===== src/rtl/dpba_pkg.sv =====
package dpba_pkg;
  typedef enum logic [1:0] {
    OWN_NONE  = 2'd0,
    OWN_LEFT  = 2'd1,
    OWN_RIGHT = 2'd2
  } owner_e;

  localparam int PORTS = 2;
  localparam int P_L   = 0;
  localparam int P_R   = 1;

  // Winner of a freshly started collision: right only if it alone was there first.
  function automatic owner_e pick_winner(input logic l_was_there, input logic r_was_there);
    return (r_was_there && !l_was_there) ? OWN_RIGHT : OWN_LEFT;
  endfunction
endpackage


===== src/rtl/dpba_collide.sv =====
module dpba_collide #(
  parameter int ADDR_W = 14
) (
  input  logic              clk,
  input  logic              rst_n,
  input  logic              l_ce_n,
  input  logic [ADDR_W-1:0] l_addr,
  input  logic              r_ce_n,
  input  logic [ADDR_W-1:0] r_addr,
  output logic              collide,
  output logic              l_held,
  output logic              r_held
);
  logic              l_prev_v, r_prev_v;
  logic [ADDR_W-1:0] l_prev_a, r_prev_a;

  function automatic logic same_spot(input logic ce_a_n, input logic ce_b_n,
                                     input logic [ADDR_W-1:0] a, input logic [ADDR_W-1:0] b);
    return !ce_a_n && !ce_b_n && (a == b);
  endfunction

  assign collide = same_spot(l_ce_n, r_ce_n, l_addr, r_addr);
  // A port "holds" the address when it was selected on it during the previous cycle.
  assign l_held  = l_prev_v && !l_ce_n && (l_prev_a == l_addr);
  assign r_held  = r_prev_v && !r_ce_n && (r_prev_a == r_addr);

  always_ff @(posedge clk or negedge rst_n) begin
    if (!rst_n) begin
      l_prev_v <= 1'b0;
      r_prev_v <= 1'b0;
      l_prev_a <= '0;
      r_prev_a <= '0;
    end else begin
      l_prev_v <= !l_ce_n;
      r_prev_v <= !r_ce_n;
      l_prev_a <= l_addr;
      r_prev_a <= r_addr;
    end
  end

  AST_COLLIDE_NEEDS_SELECTS: assert property (@(posedge clk) disable iff (!rst_n)
    collide |-> (!l_ce_n && !r_ce_n));
endmodule


===== src/rtl/dpba_owner.sv =====
module dpba_owner
  import dpba_pkg::*;
(
  input  logic   clk,
  input  logic   rst_n,
  input  logic   master_mode,
  input  logic   collide,
  input  logic   l_held,
  input  logic   r_held,
  output owner_e owner,
  output logic   lose_l,
  output logic   lose_r
);
  owner_e owner_d;

  always_comb begin
    owner_d = owner;
    if (!master_mode || !collide) owner_d = OWN_NONE;
    else if (owner == OWN_NONE)   owner_d = pick_winner(l_held, r_held);
  end

  always_ff @(posedge clk or negedge rst_n) begin
    if (!rst_n) owner <= OWN_NONE;
    else        owner <= owner_d;
  end

  assign lose_l = (owner == OWN_RIGHT);
  assign lose_r = (owner == OWN_LEFT);

  AST_KEEP_LEFT: assert property (@(posedge clk) disable iff (!rst_n)
    (owner == OWN_LEFT && collide && master_mode) |=> (owner == OWN_LEFT));
  AST_KEEP_RIGHT: assert property (@(posedge clk) disable iff (!rst_n)
    (owner == OWN_RIGHT && collide && master_mode) |=> (owner == OWN_RIGHT));
  AST_RELEASE: assert property (@(posedge clk) disable iff (!rst_n)
    !collide |=> (owner == OWN_NONE));
  AST_TIE_LEFT: assert property (@(posedge clk) disable iff (!rst_n)
    (owner == OWN_NONE && collide && master_mode && !r_held) |=> (owner == OWN_LEFT));
  AST_ONE_LOSER: assert property (@(posedge clk) disable iff (!rst_n)
    !(lose_l && lose_r));
endmodule


===== src/rtl/dpba_wgate.sv =====
module dpba_wgate (
  input  logic clk,
  input  logic rst_n,
  input  logic master_mode,
  input  logic ce_n,
  input  logic we_n,
  input  logic lose,
  input  logic busy_in_n,
  output logic inhibit,
  output logic wr_en
);
  logic ext_inh_q;

  // Follower inhibit is captured at the edge so the gate never sees a settling level.
  always_ff @(posedge clk or negedge rst_n) begin
    if (!rst_n) ext_inh_q <= 1'b0;
    else        ext_inh_q <= !busy_in_n;
  end

  assign inhibit = master_mode ? lose : ext_inh_q;
  assign wr_en   = !ce_n && !we_n && !inhibit;

  AST_FOLLOWER_BLOCK: assert property (@(posedge clk) disable iff (!rst_n)
    ($past(rst_n) && !master_mode && $past(!busy_in_n)) |-> !wr_en);
  AST_READ_NO_WRITE: assert property (@(posedge clk) disable iff (!rst_n)
    we_n |-> !wr_en);
endmodule


===== src/rtl/dp_busy_arbiter.sv =====
module dp_busy_arbiter
  import dpba_pkg::*;
#(
  parameter int ADDR_W = 14
) (
  input  logic              clk,
  input  logic              rst_n,
  input  logic              master_mode,
  input  logic              l_ce_n,
  input  logic [ADDR_W-1:0] l_addr,
  input  logic              l_we_n,
  input  logic              l_busy_in_n,
  input  logic              r_ce_n,
  input  logic [ADDR_W-1:0] r_addr,
  input  logic              r_we_n,
  input  logic              r_busy_in_n,
  output logic              l_busy_n,
  output logic              r_busy_n,
  output logic              l_wr_en,
  output logic              r_wr_en
);
  logic   collide, l_held, r_held, lose_l, lose_r;
  owner_e owner;

  logic [PORTS-1:0] ce_v, we_v, lose_v, bin_v, inh_v, wr_v;

  dpba_collide #(.ADDR_W(ADDR_W)) u_collide (
    .clk(clk), .rst_n(rst_n),
    .l_ce_n(l_ce_n), .l_addr(l_addr),
    .r_ce_n(r_ce_n), .r_addr(r_addr),
    .collide(collide), .l_held(l_held), .r_held(r_held)
  );

  dpba_owner u_owner (
    .clk(clk), .rst_n(rst_n), .master_mode(master_mode),
    .collide(collide), .l_held(l_held), .r_held(r_held),
    .owner(owner), .lose_l(lose_l), .lose_r(lose_r)
  );

  assign ce_v   = {r_ce_n, l_ce_n};
  assign we_v   = {r_we_n, l_we_n};
  assign lose_v = {lose_r, lose_l};
  assign bin_v  = {r_busy_in_n, l_busy_in_n};

  for (genvar p = 0; p < PORTS; p++) begin : g_port
    dpba_wgate u_gate (
      .clk(clk), .rst_n(rst_n), .master_mode(master_mode),
      .ce_n(ce_v[p]), .we_n(we_v[p]), .lose(lose_v[p]),
      .busy_in_n(bin_v[p]), .inhibit(inh_v[p]), .wr_en(wr_v[p])
    );
  end

  assign l_busy_n = !(master_mode && lose_v[P_L]);
  assign r_busy_n = !(master_mode && lose_v[P_R]);
  assign l_wr_en  = wr_v[P_L];
  assign r_wr_en  = wr_v[P_R];

  AST_NEVER_BOTH_BUSY: assert property (@(posedge clk) disable iff (!rst_n)
    (l_busy_n || r_busy_n));
  AST_BUSY_BLOCKS_L: assert property (@(posedge clk) disable iff (!rst_n)
    (master_mode && !l_busy_n) |-> !l_wr_en);
  AST_BUSY_BLOCKS_R: assert property (@(posedge clk) disable iff (!rst_n)
    (master_mode && !r_busy_n) |-> !r_wr_en);
  AST_FOLLOWER_QUIET: assert property (@(posedge clk) disable iff (!rst_n)
    !master_mode |-> (l_busy_n && r_busy_n));
  AST_BUSY_AFTER_COLLIDE: assert property (@(posedge clk) disable iff (!rst_n)
    (!l_busy_n || !r_busy_n) |-> $past(collide));
endmodule


===== config.mk =====
export PLATFORM = sky130hd
export DESIGN_NAME = dp_busy_arbiter
export DESIGN_NICKNAME = d
export VERILOG_FILES = /design/src/rtl/dpba_pkg.sv /design/src/rtl/dpba_collide.sv /design/src/rtl/dpba_owner.sv /design/src/rtl/dpba_wgate.sv /design/src/rtl/dp_busy_arbiter.sv
export SDC_FILE = /design/constraint.sdc
export NUM_CORES = 1
export LEC_CHECK = 0
export ABC_AREA = 1
export BUFFER_PORTS_ARGS = -buffer_cell sky130_fd_sc_hd__buf_2
export CAP_MARGIN = 20
export CORE_ASPECT_RATIO = 0.75
export CORE_UTILIZATION = 45
export DETAILED_ROUTE_END_ITERATION = 10
export GPL_TIMING_DRIVEN = 0
export PLACE_DENSITY = 0.8
export SYNTH_ARGS = -nofsm -noshare
export SYNTH_HDL_FRONTEND = slang
export SYNTH_SLANG_ARGS = --single-unit

===== constraint.sdc =====
create_clock -name clk -period 3.55 [get_ports clk]
set_clock_uncertainty 0.2 [all_clocks]
set_input_delay 1.065 -clock clk [delete_from_list [all_inputs] [get_ports clk]]
set_output_delay 1.065 -clock clk [all_outputs]
set_load 0.02 [all_outputs]

==> run metrics, run 1 <==
status finished clean; CP Class input pin to output pin; setup_tns 0 ps; top sig layer met4; I/O pin count a little over 40; Synth Area in Simple Gates a little under a quarter; Detailed Routing Iterations Pass 1 4; sequential cell area 851 um2; multi-input logic area 626 um2; die height 54.8 um; later-pin clock latency in the skew report 290 ps; register area share after synthesis about 51%; Synth Area in XOR/XNOR a little under a tenth; Bufs on Longest Clock Path 2; vias in the first global route about 1200; Post-Synthesis Cells 218; initial antenna violation count 0; Netlist Area Pre-Place between 1500 and 2000 um2; Setup WS post-layout approximately 440 ps; Routed met1 length approximately 1.7 mm; Worst Setup End Kind output pin; R2R Setup Slk ~2100 ps; Row Count 18; Total GRT Usage 19.0%; post-synth cell types 18; shortest period the worst path allows between 3000 and 4000 ps; fillers approximately 330; syn nets roughly 260; Synthesis Warnings 0; largest net degree at the start of global routing 35; clk slew on worst S/H paths 70 ps; Congestion Overflow GR 0; biggest area consumer among synthesized cells dfrtp_1; Post-Place Worst Slack around 450 ps; Slew @ Worst Pin between 700 and 800 ps; Max IR drop VDD 0.000247 V; cts repair resizes 0; Power, Total about 0.82 mW; H-tree depth 2; first-pass GRT wire length 5.33 mm; crit-path cells buf_2 > inv_1 > nor3_1 > a2111oi_0 > buf_2; Clock Tree Root clkbuf_8; die area around 4000 um2; period utilization between 80% and 90%; DR vias/cell roughly 4.3; Routed Antenna Nets 0; crit path DAT 1840 ps; Max FO, Critical Path 5; Synth Area in Adders 0%; routed wl met3 about 160 um; Inserted Diodes 0; synthesized area per cell roughly 7.7 um2; routed wl met2 1.35 mm; CP max stage delay between 200 and 300 ps; detailed placement HPWL roughly 2.5 mm; placed instance area 1940 um2; initial core utilization about 50%; fin area just over 2000 um2; Cell Pwr Density 405 nW/um2; Routed WL 3.24 mm; P&R area growth vs syn 21.4%; CP dominant cell by count buf_2; flops & latches, synth 34; clk sinks 34; synth top area cells dfrtp_1 (51%), nand2_1 (15%), inv_1 (10%); fraction of layout cells with a size suffix above 1 19.9%; Worst EP required between 2000 and 2500 ps; Hold Slack roughly 330 ps; TritonCTS buffer count 5; # DRC 0; width of the chip a little over 70 um; Leakage around 1.1 nW; Relative slew margins 50.2%; commonest non-fill, non-tap cell in the layout nand2_1; Routed wire per std cell approximately 10 um; max-cap violations 0; GPL Wtd Cong a little over 0.8; Final Setup Violations 0; Max Clk Rate 322 MHz; HP Class flip-flop to flip-flop; commonest non-fill, non-tap cells in the layout nand2_1 (65), inv_1 (46), buf_2 (40); Critical Path Start Type input pin; Compound-Gate Fraction of Synth Area approximately 4%; Fin. Hold Viols 0; routed via count around 1400; I/O Buffers 40; Layout Nets ~300; RSZ-0062 raised after global routing no; Placeable Area about 3400 um2; # hold bufs at CTS 0; multiplexer share of the synthesized area 0%; CTS tree built; combinational family with the most area after synthesis simple AND/OR/NAND/NOR gates; final max-slew violation count 0; Yosys top cell area share between 50 and 60%; Initial DRC Count 73; Crit-path slowest cell a2111oi_0; Post-CTS Setup Inserts 0
-- final timing paths --
| kind | end | depth (start not counted) | startpoint |
|---|---|---|---|
| max | l_wr_en | 5 | master_mode |
| min | u_owner.owner[1]$_DFFE_PN0P_ | 2 | u_owner.owner[1]$_DFFE_PN0P_ |
| max in group asynchronous | u_collide.l_prev_v$_DFF_PN0_ | 1 | rst_n |
| max reg2reg | u_owner.owner[0]$_DFFE_PN0P_ | 11 | u_collide.r_prev_a[1]$_DFF_PN0_ |
| min in group asynchronous | u_collide.l_prev_a[3]$_DFF_PN0_ | 1 | rst_n |
| min reg2reg | u_owner.owner[1]$_DFFE_PN0P_ | 2 | u_owner.owner[1]$_DFFE_PN0P_ |
-- where the power goes --
group / leakage (nW) / internal (mW) / total (mW) / switching (mW)
sequential: 0.401 / 0.406 / 0.413 / 0.00766
combinational: 0.674 / 0.0461 / 0.111 / 0.0652
clock: 0.0472 / 0.156 / 0.299 / 0.144
-- critical path: cells and delay by family --
family	cells	cell delay, ps
simple gates	1	80
compound gates	1	260
buf+inv	3	430
-- state kept, by name, indices dropped and copies added (netlist names) --
register and flops:
u_collide.r_prev_v 1, g_port.u_gate.ext_inh_q 2, u_collide.l_prev_a 14, u_owner.owner 2, u_collide.l_prev_v 1, u_collide.r_prev_a 14
-- cell families after synthesis --
group | count (synthesis)
and+or+nand+nor | 102
buffers and inverters | 53
DFF | 34
xor gates and xnor gates | 18
AOI/OAI and AO/OA | 11
-- synthesized netlist by cell type (all sizes together) --
cell type,count
xnor2,14
a21oi,2
clkinv,5
o211ai,1
nand3,3
xor2,4
a2111oi,2
nand2,65
nand4,2
o21ai,6
nor3,2
inv,48
dfrtp,34
nor2,30
-- per-stage QoR --
stage	utilization, %	std cells
2_1_floorplan	-	218
3_3_place_gp	56.6	308
3_5_place_dp	56.6	308
4_1_cts	59.4	316
5_1_grt	59.4	316
6_report	59.4	316
-- final cells by class --
| class | count | share of cell area [%] |
|---|---|---|
| clock inverters | 2 | 0.615 |
| repair buffers | 40 | 9.85 |
| well taps | 50 | 3.08 |
| clock buffers | 6 | 4.06 |
| multi-input cells | 131 | 30.8 |
| flip-flops and latches | 34 | 41.8 |
| inverters | 53 | 9.78 |
-- routing by layer --
| metal | track usage, % | vias up |
|---|---|---|
| li1 | - | 728 |
| met1 | 25.6 | 591 |
| met4 | 8.82 | 0 |
| met2 | 28.7 | 38 |
| met3 | 5.52 | 5 |
| met5 | 0 | - |
Note: power is estimated with default switching activity, not from simulation.
==> run 2: changes to the inputs <==
Settings changed: CORE_MARGIN set to 2.
Clock period 3.55 ns to 3.35 ns, I/O delays scaled along.
==> run 2 against run 1 <==
Power increased by 6.1%; non-clock buffer count stayed put; routed wire length is 0.80% higher; combinational power is 6% higher.
==> run metrics, run 2 (same netlist as run 1, synthesis figures left out) <==
status finished clean; TritonCTS buffer count 5; cts repair resizes 0; Slew @ Worst Pin 731 ps; Layout Nets around 300; Post-Place Worst Slack ~370 ps; initial antenna violation count 0; Worst Setup End Kind output pin; I/O pin count roughly 40; Clock Tree Root clkbuf_8; Max Clk Rate 334 MHz; die area between 4000 and 5000 um2; commonest non-fill, non-tap cells in the layout nand2_1 (65), inv_1 (46), buf_2 (40); Worst R2R Path Depth 10; Relative slew margins approximately half; Hold Path Cell Cnt 2; worst setup path start master_mode; vias in the first global route 1235; commonest non-fill, non-tap cell in the layout nand2_1; crit path DAT ~1800 ps; Routed met1 length between 1.5 and 2 mm; Power, Total 0.874 mW; largest net degree at the start of global routing 35; hold path endpoint u_owner.owner[1]$_DFFE_PN0P_; # DRC 0; Critical R2R Launch u_collide.r_prev_a[5]$_DFF_PN0_; Routed Antenna Nets 0; top sig layer met4; Total GRT Usage 17.1%; detailed placement HPWL ~2.5 mm; later-pin clock latency in the skew report roughly 290 ps; CTS tree built; max-cap violations 0; setup_tns 0 ps; width of the chip 74.5 um; Inst Count DP between 300 and 400; period utilization between 80% and 90%; Max IR drop VDD between 0.0003 and 0.0004 V; first-pass GRT wire length between 5 and 6 mm; top flop regs u_collide.l_prev_a x14, u_collide.r_prev_a x14; Congestion Overflow GR 0; routed via count ~1400; GPL Wtd Cong approximately 0.76; Bufs on Longest Clock Path 2; Hold Startpoint u_owner.owner[1]$_DFFE_PN0P_; Worst EP required 2140 ps; Non-Filler Instances approximately 320; Final Setup Violations 0; CP Class input pin to output pin; Placeable Area about 3600 um2; fraction of layout cells with a size suffix above 1 between 15 and 20%; Cell Pwr Density between 400 and 500 nW/um2; Inserted Diodes 0; P&R area growth vs syn 21.4%; Routed WL about 3.3 mm; Max FO, Critical Path 5; Routed wire per std cell approximately 10 um; Critical Path Start Type input pin; final max-slew violation count 0; H-tree depth 2; clk slew on worst S/H paths roughly 70 ps; shortest period the worst path allows 2990 ps; # hold bufs at CTS 0; RSZ-0062 raised after global routing no; Detailed Routing Iterations Pass 1 4; DR vias/cell approximately 4.3; Initial DRC Count between 100 and 150; clk sinks 34; R2R Setup Slk approximately 2000 ps; Leakage between 1 and 1.5 nW; worst r2r dst u_owner.owner[0]$_DFFE_PN0P_; Row Count 19; fillers 330; HP Class flip-flop to flip-flop; Fin. Hold Viols 0; Setup WS post-layout around 360 ps; die height approximately 57 um; routed wl met2 1.36 mm; I/O Buffers 40; routed wl met3 approximately 170 um; initial core utilization ~46%; Post-CTS Setup Inserts 0
-- run 2: cell types whose count changed in the layout (fill, tap and decap cells not counted), sizes merged --
cell,delta
clkinvlp,-1
clkbuf,+1
-- run 2: stage by stage --
| step | cell area (um2) | utilization, % | hold WS, ps |
|---|---|---|---|
| floorplan | 1680 | - | 300 |
| global placement | 1940 | 53.8 | 318 |
| detailed placement | 1940 | 53.8 | 318 |
| CTS | 2030 | 56.3 | 337 |
| global route | 2030 | 56.3 | 377 |
| finish | 2030 | 56.3 | 343 |
-- run 2: power by group --
part,switching [mW],total (mW),internal (mW)
clock network,0.152,0.318,0.166
logic,0.0694,0.118,0.0491
registers,0.00803,0.438,0.430
-- run 2: routing by layer --
metal,vias to the layer above,global-route usage (%)
met2,40,23.9
met5,-,0
li1,725,-
met3,5,5.39
met1,591,24.9
met4,0,6.12
-- run 2: worst max path at each step --
| stage | depth (start not counted) | to |
|---|---|---|
| 2_1_floorplan | 3 | l_wr_en |
| 3_3_place_gp | 5 | l_wr_en |
| 3_5_place_dp | 5 | l_wr_en |
| 4_1_cts | 5 | l_wr_en |
| 5_1_grt | 5 | l_wr_en |
| 6_report | 5 | l_wr_en |
-- run 2: worst max-delay path: stages --
cell and delay (ps):
buf_2 90, inv_1 110, nor3_1 90, a2111oi_1 250, buf_2 230
-- run 2: area by class of cell --
class,count,area [um2],area share (%)
clock buffer,7,86.3,4.24
clock inverter,1,5.00,0.246
inverter,53,199,9.78
multi-input combinational,131,628,30.9
sequential,34,851,41.8
tap,52,65.1,3.20
timing repair buffer,40,200,9.84
==> run 3: changes to the inputs <==
Settings changed: ABC_AREA 1 to not set, CORE_MARGIN 2 to 3, PLACE_DENSITY 0.8 to not set, PLACE_DENSITY_LB_ADDON set to 0.1.
==> run 3 against run 2 <==
Sequential power is essentially flat; worst hold slack worse by 30 ps; die area shrank 8.6%; non-clock buffer count stayed put; clock power is 7.2% higher; fmax rose by 4.1%; critical path depth did not move.
==> run metrics, run 3 <==
status finished clean; largest net degree at the start of global routing 35; Setup WS post-layout approximately 480 ps; initial antenna violation count 0; Max FO, Critical Path 4; first-pass GRT wire length 4.37 mm; routed via count ~930; DR vias/cell between 4 and 5; Total GRT Usage ~16%; vias in the first global route around 980; # DRC 0; clock power share approximately 39%; Clock Tree Root clkbuf_8; hold path endpoint u_owner.owner[0]$_DFFE_PN0P_; synthesized area per cell ~13 um2; Critical R2R Launch u_collide.l_prev_a[11]$_DFF_PN0_; biggest area consumer among synthesized cells dfrtp_1; max-cap violations 0; Placeable Area ~2800 um2; Inserted Diodes 0; Layout Nets ~190; met2 Use GR a little under a quarter; Routed Antenna Nets 0; width of the chip between 70 and 80 um; Slew @ Worst Pin 720 ps; cts repair resizes 0; H-tree depth 2; Routed wire per std cell 13.4 um; met3 usage 5.69%; Max Clk Rate about 350 MHz; detailed placement HPWL around 2.1 mm; Yosys top cell area share about 60%; ys flop type dfrtp_1; Reg power frac about 50%; commonest non-fill, non-tap cell in the layout buf_2; Logic pwr share between 10% and 20%; placed instance area between 1500 and 2000 um2; P_int 0.683 mW; final max-slew violation count 0; post-synth cell types 19; later-pin clock latency in the skew report approximately 280 ps; switching share of power between 20 and 25%; flops & latches, synth 34; # hold bufs at CTS 0; Hold Path Cell Cnt 1; Cell Pwr Density a little under 500 nW/um2; commonest non-fill, non-tap cells in the layout buf_2 (40), dfrtp_1 (34), xor2_1 (26); Relative slew margins between 50% and 60%; Synthesis Warnings 0; Power, Total between 0.8 and 0.9 mW; clk slew on worst S/H paths roughly 60 ps; Leakage roughly 0.81 nW; Worst R2R Path Depth 5; setup_tns 0 ps; Detailed Routing Iterations Pass 1 2; GPL Wtd Cong about 0.8; CTS tree built; Post-Place Worst Slack 480 ps; register area share after synthesis 60.0%; fin area approximately 1800 um2; Bufs on Longest Clock Path 2; RSZ-0062 raised after global routing no; Inst Count DP 185; clk sinks 34; TritonCTS buffer count 5; P&R area growth vs syn 25.1%; fraction of layout cells with a size suffix above 1 31.8%; EDFF count, synth 0; Routed WL about 2.6 mm; CP Class input pin to output pin; Final Core Density a little over three fifths; Congestion Overflow GR 0; Post-CTS Setup Inserts 0; Row Count 16; worst r2r dst u_owner.owner[0]$_DFFE_PN0P_; syn nets approximately 150; die area approximately 3900 um2; crit path DAT 1670 ps; most common cell in the synthesized netlist dfrtp_1; Initial DRC Count 40; Synth top cells by count dfrtp_1 (34), xor2_1 (26), xnor2_1 (16); period utilization 85.8%; Fin. Hold Viols 0; Final Setup Violations 0; synth top area cells dfrtp_1 (60%), xor2_1 (16%), xnor2_1 (9.9%); initial core utilization 50.6%; Critical Path Start Type input pin; GRT Max-Usage Layer met2; top flop regs u_collide.l_prev_a x14, u_collide.r_prev_a x14; Post-Synthesis Cells between 100 and 150; Netlist Area Pre-Place around 1400 um2; Worst EP required between 2000 and 2500 ps; Max IR drop VDD approximately 0.00036 V; HP Class flip-flop to flip-flop; Worst Setup End Kind output pin; Hold Startpoint u_owner.owner[0]$_DFFE_PN0P_; Non-Filler Instances 193; Hold Slack about 310 ps; I/O Buffers 40; Psw 0.194 mW; die height approximately 55 um; shortest period the worst path allows around 2900 ps; I/O pin count around 40; R2R Setup Slk approximately 1600 ps; met1 track demand over resource roughly 20%; fraction of registers with async set/reset 100%
[run 3: worst max-delay path, stage by stage]
cell	delay (ps)
buf_2	110
inv_1	50
a211oi_1	190
and2_1	150
buf_2	160
[run 3: layer usage]
layer	share of wire, %	up-vias
met5	0	-
met3	6.4	5
met4	0.89	0
met2	45	25
li1	-	456
met1	48	440
[run 3: worst max path at each step]
stage                 from       to  slack (ps)  depth (start not counted)
6_report       master_mode  l_wr_en         480                          5
5_1_grt        master_mode  r_wr_en         370                          5
3_5_place_dp   master_mode  l_wr_en         480                          5
4_1_cts        master_mode  l_wr_en         480                          5
2_1_floorplan  master_mode  l_wr_en         670                          2
3_3_place_gp   master_mode  l_wr_en         510                          5
[run 3: kinds of logic after synthesis]
kind of cell / synth area share (%)
flip-flops: 60.0
AO/OA/AOI/OAI: 2.03
buffers and inverters: 1.32
AND/OR/NAND/NOR: 10.7
XOR/XNOR: 25.9
[run 3: cell type report]
type	count	area [um2]
Inverter	5	18.8
Tap cell	36	45.0
Fill cell	247	1030
Multi-Input combinational cell	70	548
Timing Repair Buffer	40	200
Sequential cell	34	851
Clock buffer	8	110
[run 3: power groups by stage]
stage | clock (mW) | combinational [mW] | sequential [mW]
3_5_place_dp | 0 | 0.100 | 0.446
4_1_cts | 0.353 | 0.101 | 0.438
3_3_place_gp | 0 | 0.0979 | 0.445
5_1_grt | 0.367 | 0.111 | 0.440
6_report | 0.341 | 0.0983 | 0.438
2_1_floorplan | 0 | 0.0457 | 0.445
